**config.mk**
```make
export PLATFORM = sky130hd
export DESIGN_NAME = hub_dispatch
export DESIGN_NICKNAME = d
export VERILOG_FILES = /design/src/rtl/hub_pkg.sv /design/src/rtl/hub_fifo.sv /design/src/rtl/hub_rr_arb.sv /design/src/rtl/hub_dispatch.sv
export SDC_FILE = /design/constraint.sdc
export NUM_CORES = 1
export LEC_CHECK = 0
export CAP_MARGIN = 20
export CORE_MARGIN = 3
export CORE_UTILIZATION = 50
export CTS_BUF_LIST = sky130_fd_sc_hd__clkbuf_2
export DETAILED_ROUTE_END_ITERATION = 8
export HOLD_SLACK_MARGIN = 0.15
export PLACE_DENSITY = 0.79
export SYNTH_ARGS = -nofsm -noshare
export SYNTH_HDL_FRONTEND = slang
export SYNTH_SLANG_ARGS = --single-unit
```
**constraint.sdc**
```tcl
create_clock -name clk -period 5.9 [get_ports clk]
set_input_delay 1.18 -clock clk [delete_from_list [all_inputs] [get_ports clk]]
set_output_delay 1.18 -clock clk [all_outputs]
set_load 0.03 [all_outputs]
```
**src/rtl/hub_pkg.sv**
```systemverilog
package hub_pkg;
   // ceiling log2, never below 1 (for index widths)
   function automatic int unsigned idx_w(input int unsigned v);
      int unsigned r;
      r = 1;
      while ((32'd1 << r) < v) r++;
      return r;
   endfunction

   // exact log2 of a power of two, 0 for 1
   function automatic int unsigned shift_of(input int unsigned v);
      int unsigned r;
      r = 0;
      while ((32'd1 << r) < v) r++;
      return r;
   endfunction

   function automatic bit is_pow2(input int unsigned v);
      return (v != 0) && ((v & (v - 1)) == 0);
   endfunction
endpackage

```
**src/rtl/hub_fifo.sv**
```systemverilog
module hub_fifo #(
   parameter int unsigned W     = 8,
   parameter int unsigned DEPTH = 4
) (
   input  logic         clk,
   input  logic         rst_n,
   input  logic         push,
   input  logic [W-1:0] wdata,
   input  logic         pop,
   output logic [W-1:0] rdata,
   output logic         empty,
   output logic         full
);
   localparam int unsigned AW = hub_pkg::idx_w(DEPTH);
   localparam int unsigned CW = hub_pkg::idx_w(DEPTH + 1);

   logic [W-1:0]  mem [DEPTH];
   logic [AW-1:0] wp, rp;
   logic [CW-1:0] cnt;
   logic          do_push, do_pop;

   assign empty   = (cnt == '0);
   assign full    = (cnt == CW'(DEPTH));
   assign do_push = push && !full;
   assign do_pop  = pop && !empty;
   assign rdata   = mem[rp];

   function automatic logic [AW-1:0] bump(input logic [AW-1:0] p);
      return (p == AW'(DEPTH - 1)) ? '0 : p + AW'(1);
   endfunction

   always_ff @(posedge clk) begin
      if (do_push) mem[wp] <= wdata;
   end

   always_ff @(posedge clk) begin
      if (!rst_n) begin
         wp  <= '0;
         rp  <= '0;
         cnt <= '0;
      end else begin
         if (do_push) wp <= bump(wp);
         if (do_pop)  rp <= bump(rp);
         case ({do_push, do_pop})
            2'b10:   cnt <= cnt + CW'(1);
            2'b01:   cnt <= cnt - CW'(1);
            default: cnt <= cnt;
         endcase
      end
   end
endmodule

```
**src/rtl/hub_rr_arb.sv**
```systemverilog
module hub_rr_arb #(
   parameter int unsigned N = 4
) (
   input  logic                           clk,
   input  logic                           rst_n,
   input  logic [N-1:0]                   req,
   input  logic                           adv,
   output logic [N-1:0]                   gnt,
   output logic [hub_pkg::idx_w(N)-1:0]   gidx,
   output logic                           any
);
   localparam int unsigned IW = hub_pkg::idx_w(N);

   logic [IW-1:0] ptr;
   logic          found;
   int unsigned   cand;

   assign any = |req;

   always_comb begin
      gnt   = '0;
      gidx  = '0;
      found = 1'b0;
      cand  = 0;
      for (int unsigned i = 0; i < N; i++) begin
         cand = (int'(ptr) + i) % N;
         if (!found && req[cand]) begin
            found     = 1'b1;
            gnt[cand] = 1'b1;
            gidx      = IW'(cand);
         end
      end
   end

   always_ff @(posedge clk) begin
      if (!rst_n) begin
         ptr <= '0;
      end else if (adv && any) begin
         ptr <= (gidx == IW'(N - 1)) ? '0 : gidx + IW'(1);
      end
   end
endmodule

```
**src/rtl/hub_dispatch.sv**
```systemverilog
module hub_dispatch #(
   parameter int unsigned NSPK   = 4,
   parameter int unsigned SHARE  = 2,
   parameter int unsigned DEPTH  = 4,
   parameter int unsigned ADDR_W = 16,
   parameter int unsigned DATA_W = 16,
   parameter int unsigned OFFS_W = 4
) (
   input  logic                             clk,
   input  logic                             rst_n,
   input  logic                             req_valid,
   output logic                             req_ready,
   input  logic [ADDR_W-1:0]                req_addr,
   input  logic [DATA_W-1:0]                req_data,
   output logic [NSPK-1:0]                  spk_valid,
   input  logic [NSPK-1:0]                  spk_ready,
   output logic [NSPK*ADDR_W-1:0]           spk_addr,
   output logic [NSPK*DATA_W-1:0]           spk_data,
   input  logic [NSPK-1:0]                  rsp_in_valid,
   output logic [NSPK-1:0]                  rsp_in_ready,
   input  logic [NSPK*DATA_W-1:0]           rsp_in_data,
   output logic                             rsp_valid,
   input  logic                             rsp_ready,
   output logic [DATA_W-1:0]                rsp_data,
   output logic [hub_pkg::idx_w(NSPK)-1:0]  rsp_spike
);
   localparam int unsigned SPK_W = hub_pkg::idx_w(NSPK);
   localparam int unsigned NQ    = NSPK / SHARE;
   localparam int unsigned QW    = hub_pkg::idx_w(NQ);
   localparam int unsigned GSH   = hub_pkg::shift_of(SHARE);
   localparam int unsigned GRP_W = (SHARE > 1) ? GSH : 1;
   localparam int unsigned EW    = ADDR_W + DATA_W;

   // elaboration-time parameter checks
   if (NSPK < 2 || !hub_pkg::is_pow2(NSPK)) begin : g_bad_nspk
      $error("NSPK must be a power of two, at least 2");
   end
   if (SHARE < 1 || SHARE > NSPK || !hub_pkg::is_pow2(SHARE)) begin : g_bad_share
      $error("SHARE must be a power of two no larger than NSPK");
   end
   if (DEPTH < 1) begin : g_bad_depth
      $error("DEPTH must be at least 1");
   end
   if (OFFS_W + SPK_W > ADDR_W) begin : g_bad_addr
      $error("spike index field does not fit in the address");
   end

   // request side decode
   logic [SPK_W-1:0] req_spk;
   logic [QW-1:0]    req_q;
   assign req_spk = req_addr[OFFS_W +: SPK_W];
   assign req_q   = QW'(req_spk >> GSH);

   logic [NQ-1:0]    q_empty, q_full, q_pop;
   logic [EW-1:0]    q_head [NQ];
   logic [NSPK-1:0]  spk_fire;

   assign req_ready = !q_full[req_q];
   assign spk_fire  = spk_valid & spk_ready;

   for (genvar q = 0; q < NQ; q++) begin : g_queue
      logic q_push;
      assign q_push   = req_valid && (req_q == QW'(q));
      assign q_pop[q] = |spk_fire[q*SHARE +: SHARE];

      hub_fifo #(.W(EW), .DEPTH(DEPTH)) u_fifo (
         .clk   (clk),
         .rst_n (rst_n),
         .push  (q_push),
         .wdata ({req_addr, req_data}),
         .pop   (q_pop[q]),
         .rdata (q_head[q]),
         .empty (q_empty[q]),
         .full  (q_full[q])
      );
   end

   // issue side: each spike watches the head of its queue
   for (genvar s = 0; s < NSPK; s++) begin : g_spike
      localparam int unsigned QI = s / SHARE;
      localparam int unsigned MI = s % SHARE;
      logic [ADDR_W-1:0] head_addr;
      assign head_addr = q_head[QI][EW-1:DATA_W];

      if (SHARE == 1) begin : g_private
         assign spk_valid[s] = !q_empty[QI];
      end else begin : g_shared
         logic [GRP_W-1:0] head_member;
         assign head_member  = head_addr[OFFS_W +: GRP_W];
         assign spk_valid[s] = !q_empty[QI] && (head_member == GRP_W'(MI));
      end

      assign spk_addr[s*ADDR_W +: ADDR_W] = head_addr;
      assign spk_data[s*DATA_W +: DATA_W] = q_head[QI][DATA_W-1:0];
   end

   // return side: round-robin merge
   logic [NSPK-1:0]  gnt;
   logic [SPK_W-1:0] gidx;
   logic             any_rsp;

   hub_rr_arb #(.N(NSPK)) u_arb (
      .clk   (clk),
      .rst_n (rst_n),
      .req   (rsp_in_valid),
      .adv   (rsp_ready),
      .gnt   (gnt),
      .gidx  (gidx),
      .any   (any_rsp)
   );

   assign rsp_valid    = any_rsp;
   assign rsp_in_ready = gnt & {NSPK{rsp_ready}};
   assign rsp_data     = rsp_in_data[gidx*DATA_W +: DATA_W];
   assign rsp_spike    = gidx;
endmodule

```
==> Word level (Yosys, flattened, before mapping) <==
Memories as Yosys holds them, arrays and structs flattened. A register that Yosys moved wholly into a read port is not among the register bits.
Index checks and enable logic that the tools add are counted.
{ "classes": {"add_sub_neg": 12, "magnitude_cmp": 9, "eq_ne": 11, "shifts": 1, "mux": 44, "bitwise_logic": 8, "n_reduce_logical": 33} }
{ "ops": {"columns": ["operator", "n"], "rows": [
  ["indexed part select 64 x 7 -> 16 bit", 1],
  ["2-to-1 mux 2 bit", 13],
  ["logical AND 1 bit", 18],
  ["2-to-1 mux 1 bit", 17],
  ["2-to-1 mux 4 bit", 4],
  ["equality test 2 bit, second input constant", 7],
  ["adder 2 x 1 -> 2 bit, second input constant", 6],
  ["less-than comparator 2 x 3 -> 1 bit, second input constant", 4],
  ["OR 4 bit", 3],
  ["case mux 3 bit (2 select lines)", 2],
  ["AND 4 bit", 2],
  ["binary-select mux 1 bit (select 2 bit)", 4],
  ["demux 1 bit (select 2 bit)", 4],
  [">= comparator 2 x 1 -> 1 bit, second input constant", 4],
  ["zero test 1 bit", 8],
  ["adder 3 x 1 -> 3 bit, second input constant", 2],
  ["equality test 3 bit, second input constant", 2],
  ["zero test 3 bit", 2],
  ["subtractor 3 x 1 -> 3 bit, second input constant", 2],
  ["adder 2 bit, second input constant", 2],
  ["equality test 2 x 1 -> 1 bit, second input constant", 2],
  ["nonzero test 2 bit", 2],
  ["OR reduction 2 bit", 2],
  ["OR reduction 4 bit", 1],
  ["other kinds (2)", 4]
]} }
{ "word_totals": {"reg_bits": 16, "ram_bits": 256, "elab_cells": 127, "mem_count": 2} }
{ "mem_list": {"columns": ["memory", "words", "width", "read_ports", "rd_ports_with_merged_regs", "wr", "line_no", "rtl"], "rows": [
  ["g_queue[0].u_fifo.mem", 4, 32, 1, 1, 1, "hub_fifo.sv:17", "logic [W-1:0] mem [DEPTH];"],
  ["g_queue[1].u_fifo.mem", 4, 32, 1, 1, 1, "hub_fifo.sv:17", null]
]} }

==> Depth between registers and ports, before layout <==
Gate-level depths: netlist of run 1.
{ "depth": {"word_depth": 14, "depth_mapped": 11, "depth_no_buf": 10} }

==> Modules after synthesis <==
Synthesis of run 1 repeated with hierarchy kept, for this count alone.
{ "hier_totals": {"cells_unflattened": 605, "area_unflattened_um2": 11808.8} }
{ "modules_own_cells": {"columns": ["mod", "instances", "cells_per_inst", "area_each_um2", "seq_area_each_um2"], "rows": [
  ["hub_fifo", 2, 223, 5152.4, 4023.9],
  ["hub_dispatch", 1, 99, 999.7, 0.0],
  ["hub_rr_arb", 1, 60, 504.2, 40.0]
]} }

==> Least setup slack after synthesis of run 1 <==
OpenSTA, ideal clock, no wires.
{ "synth_path": {"path_type": "flip-flop to output port", "from": "register u_arb.ptr[0]", "to": "output rsp_data[11]", "t_arrival_ns": 3.558, "t_required_ns": 4.720, "setup_slack_ns": 1.162, "stages_incl_launch_ff": 12, "n_path_buf": 3, "cell_sequence": "dfxtp_1 clkbuf_1 inv_1 ha_1 buf_6 or4b_1 a41oi_2 o21a_4 mux2i_4 buf_2 mux2i_1 mux2i_1"} }
{ "synth_between": {"elab_chain_len": 13, "elab_cells_between_ends": 25, "cone_classes": "add/sub (3); shift (1); mux (15); reduce/logical (6)"} }
{ "synth_rtl": {"columns": ["element", "line_no", "rtl"], "rows": [
  ["start, declared", "hub_rr_arb.sv:14", "logic [IW-1:0] ptr;"],
  ["start signal, assigned", "hub_rr_arb.sv:39", "ptr <= (gidx == IW'(N - 1)) ? '0 : gidx + IW'(1);"],
  ["parallel branches: the longest is 11 deep, another holds adder 2 x 1 -> 2 bit", null, null],
  ["2-to-1 mux 2 bit *", "hub_rr_arb.sv:27", "if (!found && req[cand]) begin"],
  ["net rsp_spike (one bit)", "hub_dispatch.sv:25", "output logic [hub_pkg::idx_w(NSPK)-1:0] rsp_spike"],
  ["indexed part select 64 x 7 -> 16 bit *", "hub_dispatch.sv:114", "assign rsp_data = rsp_in_data[gidx*DATA_W +: DATA_W];"],
  ["end, declared", "hub_dispatch.sv:24", "output logic [DATA_W-1:0] rsp_data,"]
]} }
Mark *: on every way through the listed nets, which the timed path passes. The select of a mux whose other input is x is not followed.

==> Worst setup path in the final report of run 1 <==
{ "layout_path": {"from": "register u_arb.ptr[1]", "to": "output rsp_data[5]"} }
{ "layout_between": {"elab_chain_len": 13, "elab_cells_between_ends": 25, "cone_classes": "add/sub (3); shift (1); mux (15); reduce/logical (6)"} }
{ "layout_rtl": {"columns": ["element", "line_no"], "rows": [
  ["parallel branches: the longest is 11 deep, another holds adder 2 x 1 -> 2 bit", null],
  ["2-to-1 mux 2 bit *", "hub_rr_arb.sv:27"],
  ["indexed part select 64 x 7 -> 16 bit *", "hub_dispatch.sv:114"]
]} }
Every way passes the cells marked *. The select of a mux whose other input is x is not followed.

==> metrics.md, run 1 <==
| Metric | Value |
|---|---|
| Outcome | complete, no violations |
| First DRT Iteration DRCs | 400 |
| Number of buffers added on ports | around 260 |
| 1st-pass router iterations | 5 |
| Int Pwr | around 4.0 mW |
| Antenna violations before repair | 1 |
| RR Endpoint | u_arb.ptr[1] |
| Max-Cap Viols | 0 |
| Logic pwr share | around 45% |
| Final ANT Viol Nets | 0 |
| Post-synth EDFFs | between 200 and 300 |
| Synth area leader | edfxtp_1 |
| Largest net degree at the start of global routing | 33 |
| GRT overflow | 0 |
| Initial core utilization | 51.5% |
| FF-to-FF path depth | 9 |
| Critical path launch point type | flip-flop |
| Wire length per cell | roughly 21 um |
| CTS tree | yes |
| Synth unique cells | 42 |
| RePlAce Congestion | ~0.86 |
| Final Hold Fails | 0 |
| Avg Inst Size Synth | 18.5 sq um |
| DP HPWL | 17,100 um |
| Leakage | 5.09 nW |
| Slew headroom | approximately a third |
| CP Class | reg2out |
| Clock sinks | ~280 |
| Nets | just over 1,000 |
| Sw Share | a little under two fifths |
| Warnings, synthesis | 0 |
| Setup violators final | 0 |
| Crit path required time | between 4 and 5 ns |
| Worst-margin pin slew | 1.00 ns |
| Area delta synth->final | 26.3% |
| Syn_nets | between 700 and 800 |
| CP Capture Type | output port |
| Core area | about 23,000 sq um |
| Hold slack final | around 0.54 ns |
| Via Count | around 6,800 |
| Most frequent cells in the layout | edfxtp_1, clkdlybuf4s50_1, clkbuf_2 |
| WHS Path Cells | 2 |
| Clock slew at reported path FFs | ~0.090 ns |
| Vias per inst | 5.43 |
| First-pass GRT wire length | 41,000 um |
| Height of the die | approximately 160 um |
| Drc violations | 0 |
| Clock Path Buffers | 3 |
| Slew Viols, Final | 0 |
| Total of flip-flops plus latches after synthesis | 276 |
| Hold path start | g_queue[0].u_fifo.rp[1] |
| Io pins | between 200 and 300 |
| Final TNS setup | 0 ns |
| Mapped cell area | roughly 12,000 sq um |
| Post-synth top area share | roughly 65% |
| Gate Count Post-Synth | between 600 and 700 |
| Fillcell total | around 1,600 |
| Vias in the first global route | between 7,000 and 8,000 |
| Hold Path Class | reg2reg |
| Gr usage total | between 20 and 25% |
| Arrival time of the worst setup path | 4.31 ns |
| Clk_skew | ~0.051 ns |
| Unrepaired setup endpoints after global routing | no |
| Worst-path maximum fanout | 24 |
| Commonest non-fill, non-tap cell in the layout | edfxtp_1 |
| Reg2reg setup slack | 2.46 ns |
| Async SR Flop Fraction | 0% |
| Die Area | roughly 25,000 sq um |
| Pwr/cell area | about 430 nW/um^2 |
| Die width | ~160 um |
| Clock share of power | a little under a fifth |
| Pwr Total | between 6 and 7 mW |
| CTS buffer count | 66 |
| Ranking of synthesized cells by area | edfxtp_1, mux4_2, mux2i_1 |
| H-tree depth | 3 |
| Fmax | between 0.15 and 0.2 GHz |
| Post-CTS Hold Fix Bufs | 0 |
| Share of layout cells above drive strength 1 | 22.5% |
| Register share of total power | a little under two fifths |
| Tmin final | 5.49 ns |
| FF-to-FF Start | u_arb.ptr[1] |
| Seq/Total Area, Yosys | about two thirds |
| Post-Route WL | between 20,000 and 30,000 um |
| Root Buffer | clkbuf_2 |
| Rows | 55 |
| Period utilisation layout | 93.1% |
| Top FF cell, synth | edfxtp_1 |
| Clk_lat worst skew | 0.78 ns |
| Peak supply drop | roughly 330 uV |
| NetSw | between 2 and 2.5 mW |
cells by family after synthesis:
group           Yosys count  share of synthesized area, %
simple gates             71                          3.53
fa+ha+maj                22                          2.46
xor+xnor                  4                         0.297
mux                     123                          17.6
flops                   276                          68.6
compound gates           34                          1.98
buf+inv                 107                          5.58
power groups by stage:
| stage | sequential, mW | combinational [mW] | clock, mW |
|---|---|---|---|
| 6_report | 2.39 | 2.86 | 1.18 |
| 5_1_grt | 2.41 | 3.01 | 1.33 |
| 4_1_cts | 2.39 | 2.85 | 1.22 |
| 3_5_place_dp | 2.44 | 2.85 | 0 |
| 3_3_place_gp | 2.43 | 2.77 | 0 |
| 2_1_floorplan | 2.31 | 2.05 | 0 |
worst max-delay path: stages, from the launching register on:
cell and delay, ns:
dfxtp_1 0.62, inv_1 0.23, ha_1 0.49, or4b_1 0.55
a41oi_2 0.26, o21a_4 0.21, mux2i_4 0.40, buf_12 0.25
mux2i_1 0.23, mux2i_1 0.10, buf_4 0.18
layer usage:
metal	vias up	track usage (%)	wire, um
met1	3355	24.8	9680
met3	62	5.75	2180
met2	374	35.7	13500
met4	0	8.60	740
li1	3001	-	-
met5	-	0	0
registers in the layout, indices dropped and copies added (netlist names), named ones only:
register,count
g_queue.u_fifo.mem,256
g_queue.u_fifo.wp,4
g_queue.u_fifo.cnt,6
u_arb.ptr,2
g_queue.u_fifo.rp,4
Yosys cell counts (all sizes together), types with 3 or more instances:
master / number
edfxtp: 256
buf: 80
mux4: 66
mux2i: 57
dfxtp: 20
ha: 20
and2: 18
inv: 18
nor2b: 12
nand2: 10
nor2: 10
o21ai: 10
clkbuf: 9
a22oi: 8
a21oi: 5
a21boi: 4
nand3: 3
nor3: 3
worst max-delay path by stage:
stage	start	to	slack, ns	depth (start not counted)
floorplan	u_arb.ptr[0]	rsp_data[11]	1.16	11
detailed placement	rsp_in_valid[3]	rsp_data[5]	0.58	9
global route	u_arb.ptr[1]	rsp_data[14]	0.14	10
global placement	rsp_in_valid[3]	rsp_spike[1]	0.72	6
CTS	u_arb.ptr[0]	rsp_data[5]	0.04	10
finish	u_arb.ptr[1]	rsp_data[5]	0.41	10
final cells by class:
class / count / area [sq um] / area share (%)
diodes: 1 / 2.50 / 0.0168
inverters: 18 / 67.6 / 0.454
clock inverters: 20 / 108 / 0.723
clock buffers: 95 / 475 / 3.19
repair buffers: 273 / 2690 / 18.1
well taps: 313 / 392 / 2.63
flip-flops and latches: 276 / 8090 / 54.4
multi-input cells: 254 / 3060 / 20.5
stage by stage:
step	worst slack (ns)	utilization [%]	instance area [sq um]	cells
after detailed placement	0.579	62.2	14300	1128
after floorplan	1.16	-	11800	637
after CTS	0.0357	64.8	14800	1243
after global routing	0.137	65.0	14900	1250
after global placement	0.725	62.2	14300	1128
final	0.409	65.0	14900	1250
what timing repair did:
action | in CTS | in global routing
gates resized for setup | 0 | 1
buffers inserted | 0 | 6
endpoints found under the setup margin | 0 | 20
Note: power is estimated with default switching activity, not from simulation.
==> run 2, diff against run 1 <==
--- a/config.mk
+++ b/config.mk
@@ -11,7 +11,7 @@
 export CTS_BUF_LIST = sky130_fd_sc_hd__clkbuf_2
 export DETAILED_ROUTE_END_ITERATION = 8
 export HOLD_SLACK_MARGIN = 0.15
-export PLACE_DENSITY = 0.79
+export PLACE_DENSITY = 0.8
 export SYNTH_ARGS = -nofsm -noshare
 export SYNTH_HDL_FRONTEND = slang
 export SYNTH_SLANG_ARGS = --single-unit
==> constraint.sdc (replaced) <==
create_clock -name clk -period 7 [get_ports clk]
set_input_delay 1.4 -clock clk [delete_from_list [all_inputs] [get_ports clk]]
set_output_delay 1.4 -clock clk [all_outputs]
set_load 0.03 [all_outputs]
==> run 2 against run 1 <==
Effect of this change:
- clock power shrank 14%
- sequential share of layout area is essentially flat
- non-clock buffer count shrank 6
- critical path type unchanged
- hold slack lost 0.0051 ns
- critical path depth is the same
- combinational power shrank 16%
- clock-buffer cell count grew 2
- register-to-register slack gained 1.0 ns
- flip-flop and latch count is the same
==> metrics.md, run 2 (synthesized netlist as in run 1, its figures left out) <==
| Metric | Value |
|---|---|
| Outcome | complete, no violations (unchanged) |
| DP HPWL | 17,200 um (was 17,100 um) |
| Rows | 55 (unchanged) |
| Leakage | 5.05 nW (was 5.09 nW) |
| Final core occ | 64.9% (was 65.0%) |
| Clock Path Buffers | 3 (unchanged) |
| Worst-margin pin slew | 1.05 ns (was 1.00 ns) |
| Arrival time of the worst setup path | 5.00 ns (was 4.31 ns) |
| 1st-pass router iterations | 5 (unchanged) |
| Tmin final | roughly 6.4 ns |
| FF-to-FF path depth | 9 (unchanged) |
| Height of the die | 160 um (unchanged) |
| RePlAce Congestion | 0.865 (was 0.857) |
| CP Class | reg2out (unchanged) |
| Root Buffer | clkbuf_2 (unchanged) |
| Pwr Total | 5.40 mW (was 6.43 mW) |
| Die Area | 25,500 sq um (unchanged) |
| First DRT Iteration DRCs | 396 (was 400) |
| Critical Path Start | u_arb.ptr[0] (was u_arb.ptr[1]) |
| Final ANT Viol Nets | 0 (unchanged) |
| Fmax | approximately 0.16 GHz |
| NetSw | 2.04 mW (was 2.43 mW) |
| Nets | 1,016 (was 1,019) |
| Largest net degree at the start of global routing | 36 (was 33) |
| Final TNS setup | 0 ns (unchanged) |
| Slew headroom | 30.1% (was 33.1%) |
| Share of layout cells above drive strength 1 | 20.2% (was 22.5%) |
| Post-CTS Hold Fix Bufs | 0 (unchanged) |
| Area after DPL | 14,300 sq um (about the same) |
| Slowest stage delay, CP | 0.72 ns (was 0.62 ns) |
| Clock share of power | 18.7% (was 18.4%) |
| Crit-path cells | inv_1 > ha_1 > or4b_1 > a41oi_2 > o21a_4 > mux2i_4 > buf_4 > mux2i_1 > mux2i_1 > clkdlybuf4s50_1 (was inv_1 > ha_1 > or4b_1 > a41oi_2 > o21a_4 > mux2i_4 > buf_12 > mux2i_1 > mux2i_1 > buf_4) |
| Reg2reg setup slack | 3.47 ns (was 2.46 ns) |
| Final Hold Fails | 0 (unchanged) |
| H-tree depth | 3 (unchanged) |
| FF-to-FF Start | u_arb.ptr[0] (was u_arb.ptr[1]) |
| Commonest non-fill, non-tap cell in the layout | clkdlybuf4s50_1 (was edfxtp_1) |
| Hold slack final | 0.535 ns (was 0.540 ns) |
| Via Count | 6,587 (was 6,792) |
| GRT overflow | 0 (unchanged) |
| Largest registers | g_queue.u_fifo.mem: 256 flops, g_queue.u_fifo.cnt: 6 flops (unchanged) |
| Core area | 22,900 sq um (unchanged) |
| Die width | 160 um (unchanged) |
| Logic pwr share | 44.6% (was 44.5%) |
| Initial core utilization | 51.5% (unchanged) |
| Crit path required time | 5.60 ns (was 4.72 ns) |
| Sw Share | 37.7% (was 37.8%) |
| CP Capture Type | output port (unchanged) |
| Area delta synth->final | 26.2% (was 26.3%) |
| Io pins | 264 (unchanged) |
| Worst-path maximum fanout | 35 (was 24) |
| Int Pwr | 3.36 mW (was 4.00 mW) |
| Setup violators final | 0 (unchanged) |
| Clock slew at reported path FFs | 0.09 ns (about the same) |
| Max FFs per register | 256 (unchanged) |
| Drc violations | 0 (unchanged) |
| Antenna violations before repair | 2 (was 1) |
| Gr usage total | 21.0% (was 20.8%) |
| Vias in the first global route | 7,198 (was 7,429) |
| PostCTS Resize Cnt | 0 (unchanged) |
| Largest Register | g_queue.u_fifo.mem (unchanged) |
| Unrepaired setup endpoints after global routing | no (unchanged) |
| CTS tree | yes (unchanged) |
| Final Cell Area | 14,900 sq um (about the same) |
| RR Endpoint | u_arb.ptr[1] (unchanged) |
| Register share of total power | 36.7% (was 37.1%) |
| Fillcell total | 1,603 (was 1,586) |
| Max-Cap Viols | 0 (unchanged) |
| First-pass GRT wire length | 40,200 um (was 41,000 um) |
| Crit path to | rsp_data[12] (was rsp_data[5]) |
| Clk_lat worst skew | 0.80 ns (was 0.78 ns) |
| Clock sinks | 276 (unchanged) |
| Slew Viols, Final | 0 (unchanged) |
| Vias per inst | 5.27 (was 5.43) |
| Crit path max-delay cell type | dfxtp_1 (unchanged) |
| Post-CTS setup buffer count | 0 (unchanged) |
| CTS buffer count | 69 (was 66) |
| Number of buffers added on ports | 263 (unchanged) |
| Most frequent cells in the layout | clkdlybuf4s50_1, edfxtp_1, clkbuf_2 (was edfxtp_1, clkdlybuf4s50_1, clkbuf_2) |
| Peak supply drop | 203 uV (was 333 uV) |
| Hold Path Class | reg2reg (unchanged) |
| Post-Route WL | 26,400 um (was 26,100 um) |
| Critical path launch point type | flip-flop (unchanged) |
| Clk_skew | 0.0490 ns (was 0.0514 ns) |
| Period utilisation layout | approximately 90% |
| CP dominant cell by count | mux2i_1 (unchanged) |
| Wire length per cell | 21.2 um (was 20.9 um) |
| Pwr/cell area | 363 nW/um^2 (was 432 nW/um^2) |
## run 2: cell count changes in the layout (fill, tap and decap cells not counted), sizes merged
cell,delta
buf,-22
clkbuf,+2
clkdlybuf4s50,+16
clkinv,+5
clkinvlp,-1
diode,+1
inv,-2
## run 2: metal layers
metal,global-route usage (%),wire length [um]
met1,23.9,9370
met2,36.9,13700
met3,6.24,2570
met4,8.83,807
met5,0,0
## run 2: how the worst min path moves through the flow
stage                        startpoint                       end  slack (ns)  cells past startpoint
3_5_place_dp   g_queue[0].u_fifo.cnt[2]  g_queue[0].u_fifo.cnt[2]        0.52                      2
3_3_place_gp    g_queue[1].u_fifo.wp[1]   g_queue[1].u_fifo.wp[1]        0.50                      2
5_1_grt         g_queue[1].u_fifo.rp[1]                 flip-flop        0.58                      2
6_report        g_queue[1].u_fifo.wp[1]   g_queue[1].u_fifo.wp[1]        0.53                      2
4_1_cts        g_queue[1].u_fifo.cnt[2]  g_queue[1].u_fifo.cnt[2]        0.54                      2
2_1_floorplan   g_queue[1].u_fifo.wp[1]   g_queue[1].u_fifo.wp[1]        0.48                      2
## run 2: power by group through the flow
stage	clock network (mW)	logic (mW)	registers, mW
finish	1.01	2.41	1.98
global route	1.14	2.53	2.00
CTS	1.04	2.43	1.99
detailed placement	0	2.43	2.02
global placement	0	2.40	2.02
floorplan	0	1.73	1.95
## run 2: area by class of cell
| class | instances | area, sq um | area share [%] |
|---|---|---|---|
| clock inverters | 22 | 118 | 0.790 |
| multi-input cells | 254 | 3060 | 20.5 |
| well taps | 313 | 392 | 2.63 |
| clock buffers | 97 | 485 | 3.26 |
| flip-flops and latches | 276 | 8090 | 54.4 |
| inverters | 18 | 67.6 | 0.454 |
| repair buffers | 267 | 2660 | 17.9 |
| diodes | 2 | 5.00 | 0.0336 |
## run 2: stage by stage
step                      std cells  worst slack [ns]
after floorplan                 637              1.87
after global placement         1128             0.892
after detailed placement       1128             0.833
after CTS                      1247             0.498
after global routing           1249             0.291
final                          1249             0.598
## run 2: critical path, delay by kind of cell (launching register included)
kind,cells,cell delay (ns)
buffers and inverters,3,1.39
adders and majority gates,1,0.51
DFF,1,0.72
and+or+nand+nor,1,0.56
muxes,3,0.57
AOI/OAI and AO/OA,2,0.44
==> run 3, diff against run 2 <==
--- a/config.mk
+++ b/config.mk
@@ -7,11 +7,11 @@
 export LEC_CHECK = 0
 export CAP_MARGIN = 20
 export CORE_MARGIN = 3
-export CORE_UTILIZATION = 50
+export CORE_UTILIZATION = 30
 export CTS_BUF_LIST = sky130_fd_sc_hd__clkbuf_2
 export DETAILED_ROUTE_END_ITERATION = 8
 export HOLD_SLACK_MARGIN = 0.15
-export PLACE_DENSITY = 0.8
+export PLACE_DENSITY = 0.53
 export SYNTH_ARGS = -nofsm -noshare
 export SYNTH_HDL_FRONTEND = slang
 export SYNTH_SLANG_ARGS = --single-unit
==> run 3 against run 2 <==
Effect of this change:
- register-to-register slack got worse by 0.07 ns
- global-route usage fell by 7.6 points
- wire length rose by 5.8%
- flip-flop and latch count did not move
- highest routed layer is now met5
- clock skew rose by 0.048 ns
- critical path type unchanged
- critical endpoint is now rsp_data[15]
- die area rose by 64%
==> metrics.md, run 3 (synthesized netlist as in run 1, its figures left out) <==
| Metric | Value |
|---|---|
| Peak supply drop | 229 uV (was 203 uV) |
| Share of layout cells above drive strength 1 | 21.8% (was 20.2%) |
| Pre-CTS setup slack | 0.865 ns (was 0.833 ns) |
| Rows | 71 (was 55) |
| Height of the die | 204 um (was 160 um) |
| Final worst slack | 0.598 ns (about the same) |
| Pwr/cell area | 357 nW/um^2 (was 363 nW/um^2) |
| Clock Path Buffers | 3 (unchanged) |
| Post-Route WL | 28,000 um (was 26,400 um) |
| Max-Cap Viols | 0 (unchanged) |
| Clk_lat worst skew | 0.78 ns (was 0.80 ns) |
| Drc violations | 0 (unchanged) |
| Most frequent cells in the layout | clkdlybuf4s50_1, edfxtp_1, clkbuf_2 (unchanged) |
| First DRT Iteration DRCs | 258 (was 396) |
| Worst-margin pin slew | 1.09 ns (was 1.05 ns) |
| RePlAce Congestion | 0.746 (was 0.865) |
| Final Hold Fails | 0 (unchanged) |
| Clock slew at reported path FFs | 0.09 ns (about the same) |
| Hold Path Class | reg2reg (unchanged) |
| Reg area | 8090 sq um (unchanged) |
| Die width | 204 um (was 160 um) |
| Crit-path cells | inv_1 > ha_1 > or4b_1 > a41oi_2 > o21a_4 > mux2i_4 > buf_4 > mux2i_1 > mux2i_1 > clkdlybuf4s50_1 (unchanged) |
| WHS Path Cells | 2 (unchanged) |
| Via Count | 6,581 (was 6,587) |
| Worst-path maximum fanout | 35 (unchanged) |
| PostCTS Resize Cnt | 0 (unchanged) |
| Area delta synth->final | 29.3% (was 26.2%) |
| Slew headroom | 27.2% (was 30.1%) |
| CP bufs+invs | 3 (unchanged) |
| Gr usage total | 13.4% (was 21.0%) |
| Root Buffer | clkbuf_2 (unchanged) |
| Arrival time of the worst setup path | 5.00 ns (about the same) |
| Vias in the first global route | 7,009 (was 7,198) |
| Vias per inst | 4.54 (was 5.27) |
| CP Capture Type | output port (unchanged) |
| Setup violators final | 0 (unchanged) |
| Nets | 1,027 (was 1,016) |
| Commonest non-fill, non-tap cell in the layout | clkdlybuf4s50_1 (unchanged) |
| Clk_skew | 0.0973 ns (was 0.0490 ns) |
| Antenna violations before repair | 2 (unchanged) |
| Core area | 38,200 sq um (was 22,900 sq um) |
| CTS buffer count | 73 (was 69) |
| Crit path required time | 5.60 ns (about the same) |
| Wire length per cell | 19.3 um (was 21.2 um) |
| CP dominant cell by count | mux2i_1 (unchanged) |
| Cell count along the critical path | 10 (unchanged) |
| First-pass GRT wire length | 42,000 um (was 40,200 um) |
| Fillcell total | 3,582 (was 1,603) |
| Die Area | 41,700 sq um (was 25,500 sq um) |
| CTS tree | yes (unchanged) |
| Tmin final | 6.40 ns (about the same) |
| 1st-pass router iterations | 6 (was 5) |
| Post-CTS Hold Fix Bufs | 0 (unchanged) |
| Crit path max-delay cell type | dfxtp_1 (unchanged) |
| Leakage | 5.11 nW (was 5.05 nW) |
| Clock sinks | 276 (unchanged) |
| Io pins | 264 (unchanged) |
| CP Class | reg2out (unchanged) |
| CP delay by family, top | buffers and inverters (unchanged) |
| Period utilisation layout | 91.5% (about the same) |
| Largest Register | g_queue.u_fifo.mem (unchanged) |
| H-tree depth | 3 (unchanged) |
| Critical path launch point type | flip-flop (unchanged) |
| Post-CTS setup buffer count | 0 (unchanged) |
| Max FFs per register | 256 (unchanged) |
| Reg2reg setup slack | 3.40 ns (was 3.47 ns) |
| Slowest stage delay, CP | 0.73 ns (was 0.72 ns) |
| Largest net degree at the start of global routing | 36 (unchanged) |
| Final TNS setup | 0 ns (unchanged) |
| Area after DPL | 14,500 sq um (was 14,300 sq um) |
| Fmax | 0.156 GHz (about the same) |
| Slew Viols, Final | 0 (unchanged) |
| Multi-input gate area | 3060 sq um (unchanged) |
| Initial core utilization | 30.9% (was 51.5%) |
| Final Cell Area | 15,200 sq um (was 14,900 sq um) |
| Unrepaired setup endpoints after global routing | no (unchanged) |
| Outcome | complete, no violations (unchanged) |
| Largest registers | g_queue.u_fifo.mem: 256 flops, g_queue.u_fifo.cnt: 6 flops (unchanged) |
| Number of buffers added on ports | 263 (unchanged) |
| DP HPWL | 17,300 um (was 17,200 um) |
| Final ANT Viol Nets | 0 (unchanged) |
| GRT overflow | 0 (unchanged) |
| FF-to-FF path depth | 10 (was 9) |
[run 3: changes by cell type in the layout (fill, tap and decap cells not counted), sizes merged]
| cell | before | now |
|---|---|---|
| inv | 19 | 20 |
| diode | 2 | 1 |
| clkbuf | 97 | 106 |
| clkinvlp | 0 | 2 |
| clkinv | 20 | 4 |
| buf | 4 | 11 |
[run 3: metal layers]
metal	global-route usage [%]	wire, um	up-vias
met5	0	20	-
met4	3.47	353	2
met3	4.46	2130	36
met2	22.4	13600	261
met1	16.8	11900	3288
li1	-	-	2994
[run 3: area by class of cell]
class	instances	share of cell area, %
diodes	1	0.0164
clock buffers	106	3.48
clock inverters	9	0.443
inverters	18	0.443
multi-input cells	254	20.1
flip-flops and latches	276	53.1
well taps	511	4.19
repair buffers	274	18.3
[run 3: tightest hold or removal path: stages, from the launching register on]
cell,delay (ns)
dfxtp_1,0.35
nand2_1,0.06
a21boi_0,0.07
[run 3: through the flow]
stage	total power, mW	hold slack [ns]	utilization, %	std cells
finish	5.45	0.524	39.9	1449
global placement	4.48	0.507	38.0	1327
detailed placement	4.49	0.516	38.0	1327
floorplan	3.68	0.476	-	637
global route	5.76	0.542	39.9	1449
CTS	5.55	0.529	39.6	1442
[run 3: power by group]
group / switching, mW / internal, mW / total, mW / leakage, nW
logic: 1.35 / 1.07 / 2.42 / 2.15
registers: 0.104 / 1.89 / 1.99 / 2.49
clock network: 0.605 / 0.432 / 1.04 / 0.469
[run 3: path summary, 6_finish.rpt]
| check | endpoint | start |
|---|---|---|
| worst max-delay path | rsp_data[15] | u_arb.ptr[0] |
| worst min-delay path | g_queue[1].u_fifo.wp[1] | g_queue[1].u_fifo.wp[1] |
| worst max register to register | g_queue[0].u_fifo.cnt[2] | flip-flop |
| worst min register to register | g_queue[1].u_fifo.wp[1] | g_queue[1].u_fifo.wp[1] |
